**src/rtl/pwm_quad_pkg.sv**
```systemverilog
package pwm_quad_pkg;
    localparam int NUM_CH    = 4;
    localparam int TB_W      = 8;
    localparam int SEL_W     = 2;
    localparam int STAGE_LOG = 3;
    localparam int PRE_W     = STAGE_LOG * ((1 << SEL_W) - 1);
    localparam int DATA_W    = 32;
    localparam int ADDR_W    = 5;

    typedef struct packed {
        logic [TB_W-1:0] duty;
        logic [TB_W-1:0] tb;
    } ch_cfg_t;

    typedef struct packed {
        logic [NUM_CH-1:0]            en;
        logic [NUM_CH-1:0][SEL_W-1:0] sel;
        ch_cfg_t [NUM_CH-1:0]         cfg;
    } reg_state_t;

    typedef struct packed {
        logic             run;
        logic [PRE_W-1:0] pre;
        logic [TB_W-1:0]  cnt;
        logic [SEL_W-1:0] sel;
        ch_cfg_t          cfg;
    } chan_state_t;
endpackage

```
**src/rtl/pwm_quad_regs.sv**
```systemverilog
module pwm_quad_regs
    import pwm_quad_pkg::*;
(
    input  logic              clk,
    input  logic              rst_n,
    input  logic [ADDR_W-1:0] addr,
    input  logic              we,
    input  logic [DATA_W-1:0] wdata,
    output logic [DATA_W-1:0] rdata,
    output reg_state_t        regs_o
);
    localparam int CTRL_OFS  = 0;
    localparam int CH_BASE   = 4;
    localparam int CH_STRIDE = 4;
    localparam int EN_LSB    = 0;
    localparam int SEL_LSB   = NUM_CH;
    localparam int TB_LSB    = 0;
    localparam int DUTY_LSB  = 16;

    reg_state_t regs_d, regs_q;
    logic       unused_wbits;

    assign unused_wbits = ^wdata;

    always_comb begin
        regs_d = regs_q;
        if (we) begin
            if (addr == ADDR_W'(CTRL_OFS)) begin
                for (int n = 0; n < NUM_CH; n++) begin
                    regs_d.en[n]  = wdata[EN_LSB + n];
                    regs_d.sel[n] = wdata[SEL_LSB + SEL_W*n +: SEL_W];
                end
            end
            for (int n = 0; n < NUM_CH; n++) begin
                if (addr == ADDR_W'(CH_BASE + CH_STRIDE*n)) begin
                    regs_d.cfg[n].tb   = wdata[TB_LSB +: TB_W];
                    regs_d.cfg[n].duty = wdata[DUTY_LSB +: TB_W];
                end
            end
        end
    end

    always_comb begin
        rdata = '0;
        if (addr == ADDR_W'(CTRL_OFS)) begin
            for (int n = 0; n < NUM_CH; n++) begin
                rdata[EN_LSB + n]                  = regs_q.en[n];
                rdata[SEL_LSB + SEL_W*n +: SEL_W]  = regs_q.sel[n];
            end
        end
        for (int n = 0; n < NUM_CH; n++) begin
            if (addr == ADDR_W'(CH_BASE + CH_STRIDE*n)) begin
                rdata[TB_LSB +: TB_W]   = regs_q.cfg[n].tb;
                rdata[DUTY_LSB +: TB_W] = regs_q.cfg[n].duty;
            end
        end
    end

    always_ff @(posedge clk or negedge rst_n) begin
        if (!rst_n) begin
            regs_q <= '0;
        end else begin
            regs_q <= regs_d;
        end
    end

    assign regs_o = regs_q;
endmodule

```
**src/rtl/pwm_quad_chan.sv**
```systemverilog
module pwm_quad_chan
    import pwm_quad_pkg::*;
(
    input  logic             clk,
    input  logic             rst_n,
    input  logic             en,
    input  logic [SEL_W-1:0] sel_live,
    input  ch_cfg_t          cfg_live,
    output logic             pwm_o
);
    chan_state_t      st_d, st_q;
    logic [SEL_W-1:0] eff_sel;
    ch_cfg_t          eff_cfg;
    logic [PRE_W-1:0] pre_lim;
    logic             step_tick;
    logic             last_step;
    logic             boundary;

    always_comb begin
        // A running channel works from its shadow; an idle one follows the registers.
        eff_sel   = st_q.run ? st_q.sel : sel_live;
        eff_cfg   = st_q.run ? st_q.cfg : cfg_live;
        pre_lim   = PRE_W'((1 << (STAGE_LOG * int'(eff_sel))) - 1);
        step_tick = (st_q.pre == pre_lim);
        last_step = (({1'b0, st_q.cnt} + 1'b1) >= {1'b0, eff_cfg.tb});
        boundary  = step_tick && last_step;

        st_d     = st_q;
        st_d.run = en;
        if (!st_q.run || boundary) begin
            st_d.sel = sel_live;
            st_d.cfg = cfg_live;
        end
        if (!en) begin
            st_d.pre = '0;
            st_d.cnt = '0;
        end else begin
            st_d.pre = step_tick ? '0 : st_q.pre + 1'b1;
            if (boundary) begin
                st_d.cnt = '0;
            end else if (step_tick) begin
                st_d.cnt = st_q.cnt + 1'b1;
            end
        end

        pwm_o = en && (eff_cfg.tb != '0) && (st_q.cnt < eff_cfg.duty);
    end

    always_ff @(posedge clk or negedge rst_n) begin
        if (!rst_n) begin
            st_q <= '0;
        end else begin
            st_q <= st_d;
        end
    end
endmodule

```
**src/rtl/pwm_quad.sv**
```systemverilog
module pwm_quad
    import pwm_quad_pkg::*;
(
    input  logic              clk,
    input  logic              rst_n,
    input  logic [ADDR_W-1:0] bus_addr,
    input  logic              bus_we,
    input  logic [DATA_W-1:0] bus_wdata,
    output logic [DATA_W-1:0] bus_rdata,
    output logic [NUM_CH-1:0] pwm_out
);
    reg_state_t regs;

    pwm_quad_regs regs_i (
        .clk    (clk),
        .rst_n  (rst_n),
        .addr   (bus_addr),
        .we     (bus_we),
        .wdata  (bus_wdata),
        .rdata  (bus_rdata),
        .regs_o (regs)
    );

    for (genvar g = 0; g < NUM_CH; g++) begin : g_ch
        pwm_quad_chan chan_i (
            .clk      (clk),
            .rst_n    (rst_n),
            .en       (regs.en[g]),
            .sel_live (regs.sel[g]),
            .cfg_live (regs.cfg[g]),
            .pwm_o    (pwm_out[g])
        );
    end
endmodule

```
**config.mk**
```make
export PLATFORM = sky130hd
export DESIGN_NAME = pwm_quad
export DESIGN_NICKNAME = d
export VERILOG_FILES = /design/src/rtl/pwm_quad_pkg.sv /design/src/rtl/pwm_quad_regs.sv /design/src/rtl/pwm_quad_chan.sv /design/src/rtl/pwm_quad.sv
export SDC_FILE = /design/constraint.sdc
export NUM_CORES = 1
export LEC_CHECK = 0
export BUFFER_PORTS_ARGS = -buffer_cell sky130_fd_sc_hd__buf_2
export CORE_AREA = 2 2 129 224
export DETAILED_ROUTE_END_ITERATION = 10
export DIE_AREA = 0 0 131 226
export HOLD_SLACK_MARGIN = 0.06
export SKIP_CTS_REPAIR_TIMING = 1
export SYNTH_ARGS = -nofsm -noshare
export SYNTH_HDL_FRONTEND = slang
export SYNTH_SLANG_ARGS = --single-unit
```
**constraint.sdc**
```tcl
create_clock -name clk -period 3.2 [get_ports clk]
set_input_delay 0.48 -clock clk [delete_from_list [all_inputs] [get_ports clk]]
set_output_delay 0.48 -clock clk [all_outputs]
set_load 0.1 [all_outputs]
```
==> out/results.tsv <==
stage	metric	value	unit
outcome	status	complete, no violations	
sta	timing.hold.ws	0.188	ns
floorplanning	placementRows	81	
placed_design	pre_cts_slack	0.0429	ns
cells_and_area	final_common_cell	dfrtp_1	
sta	finalHoldViolations	0	
floorplanning	coreArea	27900	µm²
cells_and_area	fin_nets	1337	
logic_synthesis	yosysUniqueCellTypes	68	
worst_setup_path	worstPathRequired	2.72	ns
clocking	clock_tree.root_cell	clkbuf_16	
pwr	max-vdd-ir-drop	0.376	mV
sta	finalWorstSetupSlack	0.0673	ns
logic_synthesis	async_flop_share	100	%
global_route	grt_remaining_overflow	0	
logic_synthesis	synth.ff_latch_count	220	
logic_synthesis	syn_avg_cell_area	11.2	µm²
global_route	grt_pass1_wl	48900	µm
cells_and_area	final_cell_mix	214 x dfrtp_1, 134 x mux2_2, 95 x nand2_1	
global_route	grt_max_degree	74	
worst_setup_path	critPathKind	register to output pin	
clocking	ctsHtreeMaxLevel	1	
clocking	clock_tree.buffer_depth	3	
placed_design	dp_hpwl	22700	µm
clocking	cts_tree	yes	
cells_and_area	drive_above_1_share	31.5	%
logic_synthesis	synth_area	12300	µm²
run	maxCapViolations	0	
clocking	clk_pin_slew	0.07	ns
pwr	power_density	673	nW/µm²
route	route.detailed.drc	0	
worst_setup_path	crit_fanout	4	
placed_design	port-buffer-count	51	
sta	worst_slew_pin_slew	0.906	ns
cells_and_area	multiInputGateArea	6590	µm²
worst_setup_path	crit_arrival	2.65	ns
clocking	cts.sinks	220	
global_route	first_global_vias	9164	
logic_synthesis	synth-seq-area-share	44.7	%
logic_synthesis	syn_inst	1097	
sta	fmax	319	MHz
global_route	grt_usage	21.2	%
route	detail_route.wirelength	30800	µm
floorplanning	die_h	226	µm
logic_synthesis	synth_edf_count	0	
cells_and_area	diodes	0	
placed_design	finalWeightedCongestion	0.832	
sta	post-route-period-util	97.9	%
route	wl_per_cell	19.0	µm
floorplanning	boundaryPins	76	
logic_synthesis	synth_flop_cell	dfrtp_1	
worst_setup_path	startpoint_type	register	
logic_synthesis	yosysWarnings	0	
pwr	p_leak	6.99	nW
floorplanning	die_area	29600	µm²
route	drt-vias-per-instance	5.50	
route	postRouteAntennaNets	0	
floorplanning	die_w	131	µm
sta	setup_viol	0	
sta	fin_crit	3.13	ns
sta	rsz0062_at_grt	true	
cells_and_area	stdcell_count	1617	
worst_setup_path	cp-end-kind	output pin	
global_route	antenna_found_initial	0	
placed_design	dpl.cell_count	1538	
placed_design	place_area	13700	µm²
route	first_pass_iters	4	
pwr	power	0.0101	W
route	drtIter0Drc	395	
sta	slew_violations	0	
route	vias	8886	
clocking	clkLatencyLatePin	0.52	ns
worst_hold_path	hp-class	primary input to register	
floorplanning	start_util	44.2	%
cells_and_area	regArea	5510	µm²
cells_and_area	syn_to_final_growth	22.4	%
clocking	cts-buffers-inserted	22	
sta	relSlewSlack	39.4	%
sta	skew	0.0115	ns
cells_and_area	fill_cells	2405	
cells_and_area	fin_area	15100	µm²
worst paths after layout:
| kind | startpoint | endpoint | slack, ns | cells after the start |
|---|---|---|---|---|
| max in group asynchronous | rst_n | g_ch[2].chan_i.st_q[18] | 1.88 | 3 |
| worst max-delay path | g_ch[3].chan_i.st_q[35] | pwm_out[3] | 0.07 | 8 |
| worst min-delay path | bus_wdata[10] | regs_i.regs_o[70] | 0.19 | 2 |
| min in group asynchronous | rst_n | g_ch[3].chan_i.st_q[21] | 0.50 | 2 |
| worst min register to register | g_ch[3].chan_i.st_q[26] | g_ch[3].chan_i.st_q[26] | 0.49 | 1 |
| worst max register to register | g_ch[2].chan_i.st_q[18] | g_ch[2].chan_i.st_q[9] | 0.11 | 12 |
metal layers:
metal	global-route usage, %	routed length, µm	part of all wire, %	vias to the layer above
met5	0	0	0	-
met4	10.4	1610	5.2	0
met3	2.42	1030	3.4	80
met2	39.3	16700	54	173
met1	23.5	11500	37	4393
li1	-	-	-	4240
Yosys cell counts, drive strengths merged, types with 18 or more instances:
library cell	number	area (µm²)
a21oi	26	141
buf	35	239
clkbuf	18	67.6
dfrtp	220	5510
ha	68	851
inv	27	101
mux2	155	1820
mux2i	79	791
nand2	95	357
nand3	50	250
nor2	55	206
nor3	19	105
o21ai	31	170
xnor2	28	245
xor2	22	193
worst max-delay path, stage by stage (launching register included):
cell     delay [ns]
dfrtp_2        0.44
buf_4          0.15
mux2i_1        0.23
ha_1           0.29
nand3_1        0.12
o22ai_1        0.10
or4_4          0.49
nor2_4         0.12
buf_12         0.18
stage by stage:
stage / setup TNS [ns] / utilization, %
final: 0 / 54.1
after global routing: -0.142 / 54.1
after CTS: -0.700 / 52.3
after detailed placement: 0 / 49.0
after global placement: 0 / 49.0
after floorplan: 0 / -
flip-flops by register name, summed over array words and instances (netlist names):
signal and flops:
g_ch.chan_i.st_q 144, regs_i.regs_o 76
cell families after synthesis:
logic type / after synthesis / share of synthesized area (%)
compound gates: 134 / 7.64
xor+xnor: 50 / 3.56
fa+ha+maj: 68 / 6.91
buf+inv: 81 / 3.34
flops: 220 / 44.7
mux: 234 / 21.2
other cells: 1 / 0.0304
simple gates: 309 / 12.6
layout make-up:
class	instances	share of cell area (%)
tap	373	3.10
inverter	28	0.697
sequential	220	36.6
timing repair buffer	150	9.99
clock buffer	28	4.21
multi-input combinational	807	43.7
clock inverter	11	1.74
power breakdown:
| part | leakage [nW] | switching [W] | internal [W] |
|---|---|---|---|
| clock network | 0.435 | 0.00114 | 0.00205 |
| logic | 3.68 | 0.00159 | 0.00155 |
| registers | 2.88 | 0.000502 | 0.00331 |
No activity file was read; power rests on OpenSTA's default activity.
